--- config.mk ---
export PLATFORM = sky130hd
export DESIGN_NAME = vec_mag_est
export DESIGN_NICKNAME = d
export VERILOG_FILES = /design/src/rtl/vmag_pkg.sv /design/src/rtl/vmag_abs.sv /design/src/rtl/vmag_order.sv /design/src/rtl/vmag_weight.sv /design/src/rtl/vec_mag_est.sv
export SDC_FILE = /design/constraint.sdc
export NUM_CORES = 1
export LEC_CHECK = 0
export BUFFER_PORTS_ARGS = -buffer_cell sky130_fd_sc_hd__buf_2
export CAP_MARGIN = 20
export CORE_ASPECT_RATIO = 1.75
export CORE_MARGIN = 5
export CORE_UTILIZATION = 60
export DETAILED_ROUTE_END_ITERATION = 8
export MAX_ROUTING_LAYER = met4
export PLACE_DENSITY = 0.85
export SETUP_SLACK_MARGIN = 0.1
export SLEW_MARGIN = 20
export SYNTH_ARGS = -nofsm -noshare
export SYNTH_HDL_FRONTEND = slang
export SYNTH_SLANG_ARGS = --single-unit
--- constraint.sdc ---
create_clock -name clk -period 9 [get_ports clk]
set_clock_uncertainty 0.2 [all_clocks]
set_input_delay 0 -clock clk [delete_from_list [all_inputs] [get_ports clk]]
set_output_delay 0 -clock clk [all_outputs]
set_load 0.03 [all_outputs]
--- src/rtl/vmag_pkg.sv ---
package vmag_pkg;

  typedef enum logic {
    MODE_COARSE = 1'b0,
    MODE_FINE   = 1'b1
  } vmag_mode_e;

  localparam int FINE_SHIFT = 16;
  localparam int FINE_K_BIG = 62943;
  localparam int FINE_K_SML = 26072;

  // Rounded-up reciprocal of three at 2^sh scale; exact floor for m < 2^sh.
  function automatic int recip3(input int sh);
    return ((1 << sh) + 2) / 3;
  endfunction

endpackage

--- src/rtl/vmag_abs.sv ---
module vmag_abs #(
  parameter int W = 16
) (
  input  logic [W-1:0] comp_i,
  output logic [W-1:0] mag_o
);
  // Unsigned result, so the most negative input maps to 2^(W-1).
  always_comb begin
    if (comp_i[W-1]) mag_o = ~comp_i + W'(1);
    else             mag_o = comp_i;
  end
endmodule

--- src/rtl/vmag_order.sv ---
module vmag_order #(
  parameter int W = 16
) (
  input  logic [W-1:0] a_i,
  input  logic [W-1:0] b_i,
  output logic [W-1:0] big_o,
  output logic [W-1:0] small_o
);
  logic a_ge_b;

  always_comb begin
    a_ge_b  = (a_i >= b_i);
    big_o   = a_ge_b ? a_i : b_i;
    small_o = a_ge_b ? b_i : a_i;
  end
endmodule

--- src/rtl/vmag_weight.sv ---
module vmag_weight
  import vmag_pkg::*;
#(
  parameter int W  = 16,
  parameter int OW = W + 2
) (
  input  logic [W-1:0]  big_i,
  input  logic [W-1:0]  small_i,
  input  vmag_mode_e    mode_i,
  output logic [OW-1:0] mag_o
);
  localparam int SH3 = W + 1;
  localparam int PW3 = W + SH3;
  localparam int PWF = W + FINE_SHIFT + 1;
  localparam logic [PW3-1:0] K3 = PW3'(recip3(SH3));
  localparam logic [PWF-1:0] KB = PWF'(FINE_K_BIG);
  localparam logic [PWF-1:0] KS = PWF'(FINE_K_SML);

  logic [PW3-1:0] third_prod;
  logic [W-1:0]   third;
  logic [OW-1:0]  coarse_sum;
  logic [PWF-1:0] fine_acc;
  logic [OW-1:0]  fine_sum;

  always_comb begin
    third_prod = PW3'(small_i) * K3;
    third      = third_prod[PW3-1:SH3];
    coarse_sum = OW'(big_i) + OW'(third);
    fine_acc   = PWF'(big_i) * KB + PWF'(small_i) * KS;
    fine_sum   = OW'(fine_acc[PWF-1:FINE_SHIFT]);
    mag_o      = (mode_i == MODE_FINE) ? fine_sum : coarse_sum;
  end
endmodule

--- src/rtl/vec_mag_est.sv ---
module vec_mag_est
  import vmag_pkg::*;
#(
  parameter int IN_W  = 16,
  parameter int OUT_W = IN_W + 2
) (
  input  logic                    clk,
  input  logic                    rst_n,
  input  logic                    in_valid,
  input  logic signed [IN_W-1:0]  in_x,
  input  logic signed [IN_W-1:0]  in_y,
  input  logic                    in_mode,
  output logic                    out_valid,
  output logic [OUT_W-1:0]        out_mag
);
  localparam int NCOMP = 2;

  logic [IN_W-1:0] comp_raw [NCOMP];
  logic [IN_W-1:0] comp_abs [NCOMP];
  logic [IN_W-1:0] big_c, small_c;

  // Stage 1 state
  logic [IN_W-1:0] s1_big_q, s1_big_d;
  logic [IN_W-1:0] s1_sml_q, s1_sml_d;
  vmag_mode_e      s1_mode_q, s1_mode_d;
  logic            s1_vld_q, s1_vld_d;

  // Stage 2 state
  logic [OUT_W-1:0] s2_mag_q, s2_mag_d;
  logic             s2_vld_q, s2_vld_d;
  logic [OUT_W-1:0] weighted;

  always_comb begin
    comp_raw[0] = in_x;
    comp_raw[1] = in_y;
  end

  for (genvar g = 0; g < NCOMP; g++) begin : g_abs
    vmag_abs #(.W(IN_W)) u_abs (
      .comp_i (comp_raw[g]),
      .mag_o  (comp_abs[g])
    );
  end

  vmag_order #(.W(IN_W)) u_order (
    .a_i     (comp_abs[0]),
    .b_i     (comp_abs[1]),
    .big_o   (big_c),
    .small_o (small_c)
  );

  // Stage 1 next state: data loads only with a valid sample.
  always_comb begin
    s1_vld_d  = in_valid;
    s1_big_d  = s1_big_q;
    s1_sml_d  = s1_sml_q;
    s1_mode_d = s1_mode_q;
    if (in_valid) begin
      s1_big_d  = big_c;
      s1_sml_d  = small_c;
      s1_mode_d = vmag_mode_e'(in_mode);
    end
  end

  always_ff @(posedge clk or negedge rst_n) begin
    if (!rst_n) begin
      s1_vld_q  <= 1'b0;
      s1_big_q  <= '0;
      s1_sml_q  <= '0;
      s1_mode_q <= MODE_COARSE;
    end else begin
      s1_vld_q  <= s1_vld_d;
      s1_big_q  <= s1_big_d;
      s1_sml_q  <= s1_sml_d;
      s1_mode_q <= s1_mode_d;
    end
  end

  vmag_weight #(.W(IN_W), .OW(OUT_W)) u_weight (
    .big_i   (s1_big_q),
    .small_i (s1_sml_q),
    .mode_i  (s1_mode_q),
    .mag_o   (weighted)
  );

  // Stage 2 next state: result register holds while idle.
  always_comb begin
    s2_vld_d = s1_vld_q;
    s2_mag_d = s1_vld_q ? weighted : s2_mag_q;
  end

  always_ff @(posedge clk or negedge rst_n) begin
    if (!rst_n) begin
      s2_vld_q <= 1'b0;
      s2_mag_q <= '0;
    end else begin
      s2_vld_q <= s2_vld_d;
      s2_mag_q <= s2_mag_d;
    end
  end

  assign out_valid = s2_vld_q;
  assign out_mag   = s2_mag_q;

endmodule

==> impl_metrics.json, run 1 <==
{
  "outcome": "finished clean",
  "synth_xor_area_share_pct": 4.151,
  "cts_root_buf": "clkbuf_16",
  "die_area_sq_mm": 0.03507,
  "r2r-start": "s1_sml_q[1]",
  "clock.fmax_mhz": 117.0,
  "die_h_um": 244.0,
  "synth_edf_count": 0,
  "clockBufferDepth": 2,
  "relSlewSlack_pct": 18.66,
  "use_met2_pct": 55.83,
  "startpoint_type": "register",
  "crit_type": "register to register",
  "setup.worst_path.start": "s1_sml_q[1]",
  "tightest_slew_ps": 1204,
  "top_usage_layer": "met2",
  "register_area_sq_mm": 0.001306,
  "path_delay_family": "adder cells",
  "slowest_stage": "fa_1",
  "cts_made_buffers": 5,
  "synthFlopType": "dfrtp_1",
  "grt_pass1_vias": 15582,
  "endpoint": "out_mag[13]",
  "first_iter_violations": 696,
  "synth-compound-area-share_pct": 11.06,
  "drive_above_1_share_pct": 5.623,
  "grt_use_total_pct": 31.30,
  "synth_fa_ha_area_share_pct": 58.52,
  "antenna_found_initial": 0,
  "gr-usage-met3_pct": 2.443,
  "viasPerCell": 5.816,
  "place_hpwl_um": 45520,
  "cts_sinks": 52,
  "synth_area_per_cell_sq_um": 9.493,
  "max_stage_delay_ps": 540,
  "vias": 14167,
  "io_buffer_count": 53,
  "yosys_warnings": 0,
  "finalHoldViolCount": 0,
  "syn_inst": 1978,
  "syn_to_final_growth_pct": 6.077,
  "drc": 0,
  "crit_top_cell": "fa_1",
  "r2r_slack_ps": 460,
  "setup_violations": 0,
  "finalCritPeriodShare_pct": 94.94,
  "cts_tree": "done",
  "crit_required_ps": 9060,
  "syn_area_sq_mm": 0.01878,
  "initial_core_util_pct": 60.88,
  "crit_buf_inv": 5,
  "synth_mux_area_share_pct": 0.8262,
  "clk_latency_ps": 320,
  "wl_per_cell_um": 21.21,
  "critPathMaxFanout": 10,
  "synth_seq_cells": 52,
  "synth_fp_nets": 2702,
  "period_minus_slack_ps": 8545,
  "maxSlewViolCount": 0,
  "fp.dieW_um": 143.7,
  "num_rows": 85,
  "core_sq_mm": 0.03084,
  "final_cell_mix": "inv_1 (555), ha_1 (371), fa_1 (317)",
  "synthArstFlopShare_pct": 100.0,
  "fin_nets": 2768,
  "tns_ps": 0,
  "reg2reg_depth": 30,
  "ys_seq_area_share_pct": 6.930,
  "drv_cap": 0,
  "cp_num_cells": 30,
  "grt-ovfl-total": 0,
  "grt_max_degree": 91,
  "worstHoldStart": "in_y[11]",
  "worst_ep_arrival_time_ps": 8610,
  "diodes": 0,
  "firstDrtPassIters": 5,
  "cp-end-kind": "register",
  "antenna_left": 0,
  "multi_input_area_sq_mm": 0.01530,
  "hold_path_class": "primary input to register",
  "grt_pass1_wl_um": 81300,
  "synth_top_family_by_area": "adder cells",
  "place.gp.congestion": 1.060,
  "yosysUniqueCellTypes": 64,
  "clk_pin_slew_ps": 80,
  "htree_levels": 2,
  "synthSimpleGateAreaFrac_pct": 6.523,
  "grtUsageMet1_pct": 30.45,
  "mostFrequentLayoutCell": "inv_1",
  "wirelength_um": 51670,
  "n_fill_cell": 2460,
  "worstReg2RegEnd": "out_mag[13]",
  "rsz0062_at_grt": "false",
  "io_pins": 55
}
==> worst reg2reg max path: cells and delay by family, from the launching register on <==
| family | cells | cell delay, ps |
|---|---|---|
| adders and majority gates | 11 | 4770 |
| AOI/OAI and AO/OA | 4 | 820 |
| DFF | 1 | 390 |
| xor gates and xnor gates | 2 | 390 |
| and+or+nand+nor | 8 | 1540 |
| buffers and inverters | 5 | 380 |
==> metal layers <==
layer	up-vias	routed length, um
li1	6507	-
met1	6960	16750
met2	452	27600
met3	248	1708
met4	0	5609
met5	-	0
==> how the worst min path moves through the flow <==
stage / to / slack (ps) / cells after the start
floorplan: out_mag[0] / -500 / 0
global placement: out_mag[7] / -20 / 2
detailed placement: out_mag[7] / -4 / 2
CTS: s1_big_q[5] / 5 / 4
global route: s1_sml_q[11] / 5 / 4
finish: s1_sml_q[11] / 6 / 4
==> sequential cells by signal, summed over array words and instances (netlist names) <==
signal / count
s1_big_q: 16
s1_mode_q: 1
out_valid: 1
out_mag: 17
s1_vld_q: 1
s1_sml_q: 16
==> Yosys cell counts (3+ instances only) <==
cell       instances  area (sq um)
clkbuf_1          19         71.32
dfrtp_1           52          1301
o21a_1            12         90.09
o2111ai_1          3         26.28
xnor2_1           62         543.0
o31ai_1            9         67.56
nand2_1           58         217.7
nor4_1             3         18.77
buf_6              4         45.04
xor2_1            27         236.5
a311oi_1           5         43.79
a31o_2             3         26.28
or3_1             10         62.56
inv_1            559          2098
and3_1            10         62.56
mux2_2             4         45.04
fa_1             317          6346
or2_2              5         31.28
a21boi_0           4         30.03
o21bai_1           8         60.06
nor2b_1            6         37.54
nand2b_1          19         118.9
o41ai_1            6         52.55
nor2_1            41         153.9
a211o_1            4         35.03
ha_1             371          4642
a21oi_1           69         345.3
o221ai_1          27         236.5
nand3_1           40         200.2
or4_1              8         60.06
buf_4              3         22.52
nor3_1            23         115.1
a22oi_1            3         22.52
a31oi_1            9         56.30
o21ai_0           45         225.2
o211ai_1           9         67.56
a221oi_1           4         35.03
nand4_1           12         75.07
a21o_1            58         435.4
a211oi_1           7         52.55
mux2i_1           11         110.1
==> what timing repair did <==
action,in CTS,in global routing
endpoints found under the hold margin,63,0
resized for setup,2,23
buffers inserted,0,3
hold buffers,15,0
pin swaps,0,7
setup endpoints to repair,3,13
==> stage by stage <==
step                cell area [sq um]  hold WS (ps)  worst slack [ps]  std cells  util, %
floorplan                       18780        -495.6             607.2       1978        -
global placement                19510        -17.52             265.6       2410    63.25
detailed placement              19510        -4.126             65.65       2410    63.25
CTS                             19830         4.787             121.6       2433    64.29
global route                    19920         4.716             116.9       2436    64.58
finish                          19920         6.142             455.5       2436    64.58
==> final cells by class <==
| type | count | area share (%) |
|---|---|---|
| inverters | 560 | 10.55 |
| repair buffers | 87 | 2.802 |
| multi-input cells | 1338 | 76.79 |
| well taps | 391 | 2.456 |
| clock buffers | 5 | 0.6281 |
| flip-flops and latches | 52 | 6.558 |
| clock inverters | 3 | 0.2136 |
==> logic make-up after synthesis <==
| kind of cell | Yosys count |
|---|---|
| AOI/OAI and AO/OA | 301 |
| and+or+nand+nor | 244 |
| muxes | 15 |
| xor gates and xnor gates | 89 |
| buffers and inverters | 588 |
| other | 1 |
| adders and majority gates | 688 |
| DFF | 52 |
Power of run 1 is left out: the tool's default activity adds up to more than one toggle a clock period on the data nets, which glitch-free logic cannot reach.
==> run 2: changes to the inputs <==
CTS_BUF_LIST = sky130_fd_sc_hd__clkbuf_4   (was unset)
==> impl_metrics.json, run 2 (synthesis gave the netlist of run 1 again) <==
{
  "outcome": "finished clean",
  "maxSlewViolCount": 0,
  "crit_buf_inv": 5,
  "first_iter_violations": 906,
  "clk_latency_ps": 480,
  "wirelength_um": 53860,
  "crit_required_ps": 9180,
  "place_hpwl_um": 45520,
  "grt-ovfl-total": 0,
  "final_cell_mix": "inv_1 (555), ha_1 (370), fa_1 (317)",
  "max_stage_delay_ps": 540,
  "clk_pin_slew_ps": 180,
  "finalHoldViolCount": 0,
  "setup_violations": 0,
  "fin_nets": 2810,
  "rsz0062_at_grt": "false",
  "hold_path_class": "primary input to register",
  "drc": 0,
  "cts_made_buffers": 5,
  "fp.dieW_um": 143.7,
  "finalCritPeriodShare_pct": 95.37,
  "mostFrequentLayoutCell": "inv_1",
  "drv_cap": 0,
  "grt_pass1_vias": 16161,
  "startpoint_type": "register",
  "place_ws_ps": 65.65,
  "initial_core_util_pct": 60.88,
  "syn_to_final_growth_pct": 7.942,
  "core_sq_mm": 0.03084,
  "setup_ws_ps": 416.6,
  "clock.fmax_mhz": 116.5,
  "grt_max_degree": 91,
  "slowest_stage": "fa_1",
  "drive_above_1_share_pct": 5.702,
  "antenna_left": 0,
  "clockBufferDepth": 2,
  "path_delay_family": "adder cells",
  "wl_per_cell_um": 21.72,
  "relSlewSlack_pct": 25.15,
  "worst_ep_arrival_time_ps": 8760,
  "cts_tree": "done",
  "place.gp.congestion": 1.060,
  "crit_type": "register to register",
  "firstDrtPassIters": 6,
  "cp-end-kind": "register",
  "grt_use_total_pct": 32.45,
  "cts_sinks": 52,
  "grt_pass1_wl_um": 84370,
  "io_pins": 55,
  "n_fill_cell": 2400,
  "cts_root_buf": "clkbuf_4",
  "vias": 14633,
  "tightest_slew_ps": 1123,
  "crit_top_cell": "fa_1",
  "tns_ps": 0,
  "antenna_found_initial": 2,
  "multi_input_area_sq_mm": 0.01531,
  "io_buffer_count": 53,
  "largest_reg_flops": 17,
  "die_area_sq_mm": 0.03507,
  "period_minus_slack_ps": 8583,
  "htree_levels": 2,
  "die_h_um": 244.0,
  "critPathMaxFanout": 3,
  "viasPerCell": 5.900,
  "register_area_sq_mm": 0.001306,
  "num_rows": 85
}
run 2: final cells by class:
class	instances	area share (%)
multi-input combinational	1338	75.55
antenna	2	0.02469
timing repair buffer	129	4.802
clock buffer	5	0.1852
tap	391	2.414
inverter	560	10.37
clock inverter	3	0.2099
sequential	52	6.444
run 2: worst paths after layout:
path	from	end	slack, ps	cells past startpoint
worst max register to register	s1_sml_q[0]	out_mag[13]	420	33
worst max-delay path	s1_sml_q[0]	out_mag[13]	420	33
worst min-delay path	in_x[15]	s1_big_q[11]	40	5
worst min register to register	out_mag[5]	out_mag[5]	300	1
max in group asynchronous	rst_n	s1_sml_q[2]	7460	4
min in group asynchronous	rst_n	out_mag[12]	510	4
run 2: through the flow:
step / hold WS (ps) / instance area, sq um / std cells / utilization, %
finish: 43.60 / 20270 / 2480 / 65.72
global route: 60.27 / 20270 / 2480 / 65.72
floorplan: -495.6 / 18780 / 1978 / -
detailed placement: -4.126 / 19510 / 2410 / 63.25
CTS: 1.239 / 20140 / 2473 / 65.31
global placement: -17.52 / 19510 / 2410 / 63.25
run 2: layer usage:
layer  wire, um  vias up  share of wire (%)  track usage, %
met2      28740      570                 53           57.80
met4       5675        0                 11           25.94
li1           -     6585                  -               -
met1      17230     7183                 32           30.62
met3       2212      295                4.1           3.890
met5          0        -                  0               -
run 2: worst register-to-register path, delay by kind of cell, from the launching register on:
family,cells,cell delay [ps]
compound gates,11,2020
flops,1,460
buf+inv,5,340
xor+xnor,1,230
simple gates,6,1000
fa+ha+maj,10,4260
run 2: repair_timing:
action,CTS,global route
endpoints found under the setup margin,3,13
hold buffers,55,0
endpoints found under the hold margin,84,0
gates resized for setup,2,25
gates cloned,0,0
setup buffers,0,5
pin swaps,0,9
Power of run 2 is left out for the same reason.
==> run 3: changes to the inputs <==
CELL_PAD_IN_SITES_DETAIL_PLACEMENT = 0   (was unset)
CELL_PAD_IN_SITES_GLOBAL_PLACEMENT = 1   (was unset)
CORE_UTILIZATION = 47   (was 60)
==> impl_metrics.json, run 3 (synthesis gave the netlist of run 1 again) <==
{
  "cts_made_buffers": 5,
  "die_area_sq_mm": 0.04421,
  "grt_max_degree": 91,
  "maxSlewViolCount": 0,
  "grt_pass1_vias": 15432,
  "antenna_found_initial": 1,
  "initial_core_util_pct": 47.17,
  "rsz0062_at_grt": "false",
  "r2r_slack_ps": 470,
  "syn_to_final_growth_pct": 7.916,
  "slowest_stage": "fa_1",
  "firstDrtPassIters": 5,
  "fp.dieW_um": 161.1,
  "viasPerCell": 5.443,
  "io_buffer_count": 53,
  "drive_above_1_share_pct": 5.390,
  "worst_ep_arrival_time_ps": 8720,
  "place_hpwl_um": 48490,
  "setup_ws_ps": 468.1,
  "tightest_slew_ps": 925.5,
  "wl_per_cell_um": 21.22,
  "drc": 0,
  "crit_required_ps": 9190,
  "worstReg2RegEnd": "out_mag[12]",
  "relSlewSlack_pct": 38.30,
  "num_rows": 97,
  "grt_use_total_pct": 26.03,
  "r2r-start": "s1_sml_q[5]",
  "finalCritPeriodShare_pct": 94.80,
  "cts_tree": "done",
  "crit_type": "register to register",
  "first_iter_violations": 579,
  "worstHoldStart": "in_y[15]",
  "place.gp.congestion": 1.025,
  "whs_endpoint": "s1_sml_q[2]",
  "critPathMaxFanout": 4,
  "setup_violations": 0,
  "cts_root_buf": "clkbuf_4",
  "period_minus_slack_ps": 8532,
  "core_sq_mm": 0.03981,
  "crit_top_cell": "fa_1",
  "antenna_left": 0,
  "clock.fmax_mhz": 117.2,
  "grt-ovfl-total": 0,
  "cts_sinks": 52,
  "fin_cells": 2574,
  "place_ws_ps": 199.2,
  "tns_ps": 0,
  "drv_cap": 0,
  "wirelength_um": 54610,
  "final_area_sq_mm": 0.02026,
  "die_h_um": 274.4,
  "vias": 14010,
  "grt_pass1_wl_um": 85180,
  "io_pins": 55,
  "cp-end-kind": "register",
  "htree_levels": 2,
  "clockBufferDepth": 2,
  "mostFrequentLayoutCell": "inv_1",
  "max_stage_delay_ps": 550,
  "hold_path_class": "primary input to register",
  "outcome": "finished clean",
  "cts_setup_buffers": 0,
  "worstHoldPathCells": 5,
  "finalHoldViolCount": 0,
  "startpoint_type": "register",
  "clk_pin_slew_ps": 190,
  "reg2reg_depth": 33,
  "n_fill_cell": 3762,
  "fin_nets": 2801,
  "largest_reg_flops": 17,
  "place_area_sq_mm": 0.01966,
  "dp.cells": 2517,
  "clk_latency_ps": 500,
  "final_cell_mix": "inv_1 (556), ha_1 (370), fa_1 (316)"
}
[run 3: cell count changes in the layout (fill, tap and decap cells not counted), moves of 2 or more]
cell / change
buf_4: -2
dlygate4sd3_1: -8
o21ai_1: +2
o21ai_2: -2
[run 3: per-stage QoR]
step                      hold WS [ps]  util, %
after CTS                       0.7666    50.72
after global placement          0.6350    49.38
final                            5.612    50.91
after detailed placement         7.578    49.38
after floorplan                 -495.6        -
after global routing             26.87    50.91
[run 3: how the worst max path moves through the flow]
stage	start	end	slack (ps)
final	s1_sml_q[5]	out_mag[12]	470
after global placement	s1_sml_q[2]	out_mag[12]	310
after CTS	s1_sml_q[8]	out_mag[10]	160
after floorplan	s1_sml_q[0]	out_mag[13]	610
after global routing	s1_sml_q[0]	out_mag[13]	110
after detailed placement	s1_sml_q[6]	out_mag[12]	200
[run 3: final cells by class]
cell class | count | area [sq um] | share of cell area [%]
multi-input combinational | 1338 | 15280 | 75.43
inverter | 560 | 2102 | 10.37
sequential | 52 | 1305 | 6.440
timing repair buffer | 120 | 889.6 | 4.390
tap | 495 | 619.3 | 3.056
clock buffer | 5 | 37.54 | 0.1852
clock inverter | 3 | 23.77 | 0.1173
antenna | 1 | 2.502 | 0.01235
[run 3: worst max-delay path: cells and delay by family (launching register included)]
kind | cells | cell delay [ps]
compound gates | 9 | 1830
xor+xnor | 1 | 250
fa+ha+maj | 11 | 4810
buf+inv | 8 | 560
flops | 1 | 430
simple gates | 4 | 380
[run 3: what timing repair did]
| action | CTS | global route |
|---|---|---|
| endpoints found under the setup margin | 0 | 12 |
| hold buffers | 47 | 0 |
| hold endpoints to repair | 85 | 0 |
| gates resized for setup | 0 | 21 |
[run 3: layer usage]
layer  vias to the layer above  track usage, %  share of wire [%]  routed length, um
li1                       6563               -                  -                  -
met1                      6990           25.22                 34              18650
met2                       302           49.47                 55              30230
met3                       155           1.564                1.8                962
met4                         0           17.14                8.7               4764
met5                         -               -                  0                  0
Power of run 3 is left out for the same reason.
